### src/rtl/dsz_pkg.sv
package dsz_pkg;
  typedef enum logic [1:0] {
    ST_OK        = 2'd0,
    ST_BURST_ERR = 2'd1,
    ST_BE_ERR    = 2'd2
  } dsz_status_e;

  typedef enum logic [2:0] {
    S_IDLE,
    S_WFETCH,
    S_WSEND,
    S_RSEND,
    S_RWAIT,
    S_RWORD,
    S_RESP
  } dsz_state_e;
endpackage

### src/rtl/dsz_shape_check.sv
module dsz_shape_check #(
  parameter int WORD_BYTES = 8,
  parameter int LEN_W      = 12,
  parameter int PAT_LEN_W  = 4
) (
  input  logic [LEN_W-1:0]     len,
  input  logic                 be_on,
  input  logic [PAT_LEN_W-1:0] be_len,
  output logic                 burst_err,
  output logic                 be_err
);
  localparam logic [LEN_W-1:0]     LEN_MASK = LEN_W'(WORD_BYTES - 1);
  localparam logic [PAT_LEN_W-1:0] PAT_MAX  = PAT_LEN_W'(WORD_BYTES);

  logic [PAT_LEN_W-1:0] be_len_m1;
  logic                 pow2;

  always_comb begin
    be_len_m1 = be_len - 1'b1;
    pow2      = (be_len != '0) && ((be_len & be_len_m1) == '0);
    burst_err = (len & LEN_MASK) != '0;
    be_err    = be_on && !(pow2 && (be_len <= PAT_MAX));
  end
endmodule

### src/rtl/dsz_lane_sel.sv
module dsz_lane_sel #(
  parameter int WORD_BYTES = 8,
  parameter bit BIG_ENDIAN = 1'b1,
  parameter int LANE_W     = 3
) (
  input  logic [8*WORD_BYTES-1:0] word,
  input  logic [LANE_W-1:0]       pos,
  input  logic [WORD_BYTES-1:0]   pat,
  input  logic [LANE_W-1:0]       pat_mask,
  input  logic                    be_on,
  output logic [LANE_W-1:0]       lane,
  output logic [7:0]              byte_o,
  output logic                    en_o
);
  localparam logic [LANE_W-1:0] TOP_LANE = LANE_W'(WORD_BYTES - 1);

  generate
    if (BIG_ENDIAN) begin : g_big
      assign lane = TOP_LANE - pos;
    end else begin : g_little
      assign lane = pos;
    end
  endgenerate

  logic [LANE_W-1:0] pat_idx;

  always_comb begin
    pat_idx = lane & pat_mask;
    byte_o  = word[8*lane +: 8];
    en_o    = be_on ? pat[pat_idx] : 1'b1;
  end
endmodule

### src/rtl/dsz_rd_gather.sv
module dsz_rd_gather #(
  parameter int WORD_BYTES = 8,
  parameter int LANE_W     = 3
) (
  input  logic                    clk,
  input  logic                    rst,
  input  logic                    wr_en,
  input  logic [LANE_W-1:0]       lane,
  input  logic [7:0]              din,
  output logic [8*WORD_BYTES-1:0] word
);
  genvar gi;
  generate
    for (gi = 0; gi < WORD_BYTES; gi++) begin : g_lane
      always_ff @(posedge clk) begin
        if (rst) begin
          word[8*gi +: 8] <= '0;
        end else if (wr_en && (lane == LANE_W'(gi))) begin
          word[8*gi +: 8] <= din;
        end
      end
    end
  endgenerate
endmodule

### src/rtl/dsz_downsizer.sv
module dsz_downsizer
  import dsz_pkg::*;
#(
  parameter int WORD_BYTES = 8,
  parameter int ADDR_W     = 16,
  parameter int LEN_W      = 12,
  parameter bit BIG_ENDIAN = 1'b1
) (
  input  logic                          clk,
  input  logic                          rst,
  input  logic                          req_valid,
  output logic                          req_ready,
  input  logic                          req_write,
  input  logic [ADDR_W-1:0]             req_addr,
  input  logic [LEN_W-1:0]              req_len,
  input  logic                          req_be_on,
  input  logic [$clog2(WORD_BYTES):0]   req_be_len,
  input  logic [WORD_BYTES-1:0]         req_be_pat,
  input  logic                          wdat_valid,
  output logic                          wdat_ready,
  input  logic [8*WORD_BYTES-1:0]       wdat_data,
  output logic                          rdat_valid,
  input  logic                          rdat_ready,
  output logic [8*WORD_BYTES-1:0]       rdat_data,
  output logic                          rdat_last,
  output logic                          rsp_valid,
  input  logic                          rsp_ready,
  output logic [1:0]                    rsp_status,
  output logic                          dn_valid,
  input  logic                          dn_ready,
  output logic                          dn_write,
  output logic [ADDR_W-1:0]             dn_addr,
  output logic [7:0]                    dn_wdata,
  output logic                          dn_strb,
  input  logic                          dn_rvalid,
  input  logic [7:0]                    dn_rdata
);
  localparam int LANE_W    = $clog2(WORD_BYTES);
  localparam int PAT_LEN_W = LANE_W + 1;
  localparam int WORD_W    = 8 * WORD_BYTES;
  localparam int WCNT_W    = LEN_W - LANE_W;
  localparam logic [LANE_W-1:0] LAST_POS = LANE_W'(WORD_BYTES - 1);
  localparam logic [WCNT_W-1:0] ONE_WORD = WCNT_W'(1);

  dsz_state_e          state;
  logic [ADDR_W-1:0]   addr_q;
  logic [LANE_W-1:0]   pos_q;
  logic [WCNT_W-1:0]   wleft_q;
  logic [WORD_W-1:0]   wbuf_q;
  logic                is_wr_q;
  logic                be_on_q;
  logic [WORD_BYTES-1:0] pat_q;
  logic [LANE_W-1:0]   mask_q;
  dsz_status_e         status_q;

  logic                burst_err;
  logic                be_err;
  logic [PAT_LEN_W-1:0] mask_d;
  logic [LANE_W-1:0]   cur_lane;
  logic [7:0]          cur_byte;
  logic                cur_en;
  logic                gather_en;

  dsz_shape_check #(
    .WORD_BYTES (WORD_BYTES),
    .LEN_W      (LEN_W),
    .PAT_LEN_W  (PAT_LEN_W)
  ) u_check (
    .len       (req_len),
    .be_on     (req_be_on),
    .be_len    (req_be_len),
    .burst_err (burst_err),
    .be_err    (be_err)
  );

  dsz_lane_sel #(
    .WORD_BYTES (WORD_BYTES),
    .BIG_ENDIAN (BIG_ENDIAN),
    .LANE_W     (LANE_W)
  ) u_lane (
    .word     (wbuf_q),
    .pos      (pos_q),
    .pat      (pat_q),
    .pat_mask (mask_q),
    .be_on    (be_on_q),
    .lane     (cur_lane),
    .byte_o   (cur_byte),
    .en_o     (cur_en)
  );

  assign gather_en = (state == S_RWAIT) && dn_rvalid;

  dsz_rd_gather #(
    .WORD_BYTES (WORD_BYTES),
    .LANE_W     (LANE_W)
  ) u_gather (
    .clk   (clk),
    .rst   (rst),
    .wr_en (gather_en),
    .lane  (cur_lane),
    .din   (dn_rdata),
    .word  (rdat_data)
  );

  assign mask_d = req_be_len - 1'b1;

  always_ff @(posedge clk) begin
    if (rst) begin
      state    <= S_IDLE;
      addr_q   <= '0;
      pos_q    <= '0;
      wleft_q  <= '0;
      wbuf_q   <= '0;
      is_wr_q  <= 1'b0;
      be_on_q  <= 1'b0;
      pat_q    <= '0;
      mask_q   <= '0;
      status_q <= ST_OK;
    end else begin
      case (state)
        S_IDLE: begin
          if (req_valid) begin
            addr_q  <= req_addr;
            pos_q   <= '0;
            wleft_q <= req_len[LEN_W-1:LANE_W];
            is_wr_q <= req_write;
            be_on_q <= req_be_on;
            pat_q   <= req_be_pat;
            mask_q  <= mask_d[LANE_W-1:0];
            if (burst_err) begin
              status_q <= ST_BURST_ERR;
              state    <= S_RESP;
            end else if (be_err) begin
              status_q <= ST_BE_ERR;
              state    <= S_RESP;
            end else begin
              status_q <= ST_OK;
              if (req_len == '0)  state <= S_RESP;
              else if (req_write) state <= S_WFETCH;
              else                state <= S_RSEND;
            end
          end
        end
        S_WFETCH: begin
          if (wdat_valid) begin
            wbuf_q <= wdat_data;
            pos_q  <= '0;
            state  <= S_WSEND;
          end
        end
        S_WSEND: begin
          if (dn_ready) begin
            addr_q <= addr_q + 1'b1;
            pos_q  <= pos_q + 1'b1;
            if (pos_q == LAST_POS) begin
              wleft_q <= wleft_q - 1'b1;
              state   <= (wleft_q == ONE_WORD) ? S_RESP : S_WFETCH;
            end
          end
        end
        S_RSEND: begin
          if (dn_ready) state <= S_RWAIT;
        end
        S_RWAIT: begin
          if (dn_rvalid) begin
            addr_q <= addr_q + 1'b1;
            pos_q  <= pos_q + 1'b1;
            state  <= (pos_q == LAST_POS) ? S_RWORD : S_RSEND;
          end
        end
        S_RWORD: begin
          if (rdat_ready) begin
            wleft_q <= wleft_q - 1'b1;
            state   <= (wleft_q == ONE_WORD) ? S_RESP : S_RSEND;
          end
        end
        S_RESP: begin
          if (rsp_ready) state <= S_IDLE;
        end
        default: state <= S_IDLE;
      endcase
    end
  end

  assign req_ready  = (state == S_IDLE);
  assign wdat_ready = (state == S_WFETCH);
  assign dn_valid   = (state == S_WSEND) || (state == S_RSEND);
  assign dn_write   = is_wr_q;
  assign dn_addr    = addr_q;
  assign dn_wdata   = is_wr_q ? cur_byte : 8'h00;
  assign dn_strb    = is_wr_q ? cur_en : 1'b1;
  assign rdat_valid = (state == S_RWORD);
  assign rdat_last  = (wleft_q == ONE_WORD);
  assign rsp_valid  = (state == S_RESP);
  assign rsp_status = status_q;
endmodule

### config.mk
export PLATFORM = sky130hd
export DESIGN_NAME = dsz_downsizer
export DESIGN_NICKNAME = d
export VERILOG_FILES = /design/src/rtl/dsz_pkg.sv /design/src/rtl/dsz_shape_check.sv /design/src/rtl/dsz_lane_sel.sv /design/src/rtl/dsz_rd_gather.sv /design/src/rtl/dsz_downsizer.sv
export SDC_FILE = /design/constraint.sdc
export NUM_CORES = 1
export LEC_CHECK = 0
export ABC_AREA = 1
export ABC_CLOCK_PERIOD_IN_PS = 1790
export BUFFER_PORTS_ARGS = -buffer_cell sky130_fd_sc_hd__buf_2
export CELL_PAD_IN_SITES_DETAIL_PLACEMENT = 0
export CELL_PAD_IN_SITES_GLOBAL_PLACEMENT = 1
export CORE_MARGIN = 2
export CORE_UTILIZATION = 30
export CTS_CLUSTER_DIAMETER = 80
export CTS_CLUSTER_SIZE = 14
export DETAILED_ROUTE_END_ITERATION = 8
export MAX_ROUTING_LAYER = met4
export PLACE_DENSITY = 0.8
export SYNTH_ARGS = -nofsm -noshare
export SYNTH_HDL_FRONTEND = slang
export SYNTH_HIERARCHICAL = 1
export SYNTH_SLANG_ARGS = --single-unit
### constraint.sdc
create_clock -name clk -period 1.79 [get_ports clk]
set_clock_uncertainty 0.2 [all_clocks]
set_input_delay 0.358 -clock clk [delete_from_list [all_inputs] [get_ports clk]]
set_output_delay 0.358 -clock clk [all_outputs]
set_load 0.01 [all_outputs]
==> results_dict.tcl <==
set metrics [dict create \
    rows 62 \
    synth_most_common_cell "nor2_1" \
    rsz0062_at_grt "yes" \
    layout_setup_ws_ns -0.525 \
    cp_top_family "flip-flops" \
    cts_tree "done" \
    place_hpwl_mm 20.1 \
    cpPeakStageDelay_ns 0.38 \
    initial_core_util_pct 30.4 \
    grt_start_max_net_pins 65 \
    syn_inst 1313 \
    setup_viol 104 \
    syn_area_per_cell_sq_um 6.61 \
    clk_path_buf_depth 2 \
    dieWidth_um 174 \
    p_clk_share_pct 20.3 \
    violations "negative setup slack" \
    clk_pin_slew_worst_paths_ns 0.07 \
    crit_fanout 16 \
    hold_ws_ns 0.0189 \
    root_buffer "clkbuf_16" \
    gr-total-overflow 0 \
    firstDrtPassIters 7 \
    synth_cell_types 41 \
    worstPathRequired_ns 1.23 \
    reg2reg_depth 14 \
    nFillCells 2832 \
    clock_sinks 174 \
    grt_pass1_vias 8959 \
    worst_pin_slew_ns 0.495 \
    cp.arrival_ns 1.76 \
    cts-buffers-inserted 17 \
    gp_congestion 0.869 \
    syn_to_final_growth_pct 61.4 \
    ys_ff_latch 174 \
    route.detailed.drc 0 \
    crit_cells 8 \
    antenna_found_initial 3 \
    grt_pass1_wl_mm 46.9 \
    power.leakage_nw 6.30 \
    maxSlewViolCount 0 \
    stdcell_count 2093 \
    cp_cell_sequence "clkbuf_16, o21ai_0, o21ai_1, nand2_1, nand2_1, nand2_1, inv_1, buf_2" \
    grt.total_usage_pct 19.9 \
    io_pins 220 \
    cpMostUsedCell "nand2_1" \
    yosysSeqAreaShare_pct 40.2 \
    crit_type "register to output pin" \
    status "complete, but fails checks" \
    path_buf_inv 3 \
    synth_area_sq_um 8670 \
    cap_viol_max_count 0 \
    crit_slowest_cell "dfxtp_4" \
    hold_viol_final 0 \
    timing.slew.headroom_pct 67.0 \
    viasPerCell 4.68 \
    insertion_delay_ns 0.43 \
    ir_drop_mv 0.609 \
    ys_warn_count 6 \
    worstHoldPathCells 3 \
    drive_gt1_share_pct 37.6 \
    min_period_over_period_pct 129 \
    netSwitchingFraction_pct 42.1 \
    crit_path_start_kind "register" \
    min_path_type "input pin to register" \
    period_needed_ns 2.31 \
    synth_area_leaders "dfxtp_1 (40%), nor2_1 (17%), nand2_1 (11%)" \
    p_per_area_nw_per_um2 1390 \
    power.switching_mw 8.18 \
    drtIter0Drc 686 \
    port_buffers 219 \
    synth_enable_flop_cells 0 \
    routedWlPerCell_um 15.0 \
    core-area_sq_um 28500 \
    synth_top_area_share_pct 40.2 \
    nNetsFinal 1821 \
    max_freq_mhz 432 \
    dieArea_sq_um 30300 \
    netlist_top_cells_count "nor2_1 (401), nand2_1 (244), dfxtp_1 (174), o21ai_0 (135), nand3_1 (97)" \
    yosys_most_used_dff "dfxtp_1" \
    power_frac_seq_pct 27.6 \
    drt_wl_total_mm 31.4 \
    synth_top_area_cell "dfxtp_1" \
    synth_nets 1441 \
    place_inst 1928 \
    h-tree-depth 4 \
    die_h_um 174 \
    ant_nets 0 \
    power_mw 19.5 \
    p_comb_share_pct 52.1 \
    cp-end-kind "output pin" \
    vias 9787 \
    internal_power_mw 11.3 \
    async_reset_ff_share_pct 0 \
]
==> metrics by stage <==
step / instance area [sq um] / util (%) / worst slack (ns) / setup TNS, ns
after global placement: 10500 / 36.8 / -0.133 / -11.02
after CTS: 12800 / 44.7 / -0.476 / -9.84
after detailed placement: 10500 / 36.8 / -0.161 / -11.60
final: 14000 / 49.0 / -0.525 / -11.23
after global routing: 14000 / 49.0 / -0.603 / -18.58
after floorplan: 8680 / - / -0.00895 / -0.00895
==> registers in the layout, indices dropped and copies added (netlist names) <==
| register | flops |
|---|---|
| wleft_q | 9 |
| pat_q | 8 |
| mask_q | 3 |
| pos_q | 3 |
| u_gather/word | 64 |
| dn_write | 1 |
| rsp_status | 2 |
| be_on_q | 1 |
| wbuf_q | 64 |
| state | 3 |
| dn_addr | 16 |
==> path summary, 6_finish.rpt <==
kind,start,to,slack [ns]
max reg2reg,state[1],dn_addr[8],-0.15
min,req_be_pat[1],pat_q[1],0.02
min reg2reg,rsp_status[0],rsp_status[0],0.27
max,pos_q[0],dn_wdata[0],-0.52
==> metal layers <==
layer  vias up  routed length, um  GRT usage [%]
li1       4948                  -              -
met1      4518              14000           25.0
met2       293              15400           33.6
met3        28               1500           3.22
met4         0                414           4.17
met5         -                  0              -
==> final cells by class <==
class,instances,area (sq um),area share (%)
flip-flops and latches,174,3510,25.0
multi-input cells,990,5420,38.7
inverters,85,389,2.78
repair inverters,4,50.0,0.357
clock inverters,15,195,1.39
well taps,384,480,3.43
clock buffers,17,425,3.04
repair buffers,421,3530,25.2
diodes,3,7.51,0.0536
==> worst reg2reg max path: cells and delay by family (launching register included) <==
| kind | cells | cell delay (ns) |
|---|---|---|
| buf+inv | 6 | 0.62 |
| flops | 1 | 0.42 |
| simple gates | 8 | 0.60 |
==> placed cells by master, fill, tap and decap left out, types with 10 or more instances in the layout <==
cell type	n
o21ai_2	47
buf_6	31
nor2_1	347
nand2_2	22
buf_2	213
nor2_2	33
nor2_4	32
nand2_1	218
clkbuf_16	29
nand3_1	65
o21ai_4	10
inv_1	65
a21oi_1	19
buf_12	18
dlygate4sd3_1	67
a21oi_2	12
dfxtp_1	164
buf_4	69
nand3_2	30
o21ai_0	51
o21ai_1	40
==> kinds of logic after synthesis <==
kind of cell               synth area share [%]
AOI/OAI and AO/OA                          11.1
xor gates and xnor gates                  0.404
adders and majority gates                 0.866
buffers and inverters                      9.13
DFF                                        40.2
muxes                                     0.115
and+or+nand+nor                            38.2
==> power groups by stage <==
stage	clock network (mW)	registers (mW)	logic, mW
2_1_floorplan	0	5.23	4.73
5_1_grt	4.21	5.47	11.0
3_5_place_dp	0	5.30	6.85
6_report	3.95	5.38	10.1
4_1_cts	4.05	5.27	8.25
3_3_place_gp	0	5.30	6.77
==> what timing repair did <==
item,CTS,global route
pin swaps,62,66
buffers inserted,32,15
setup endpoints to repair,172,177
gates resized for setup,180,263
gates cloned,9,17
hold buffers,66,1
hold endpoints to repair,66,1
Note: power is estimated with default switching activity, not from simulation.
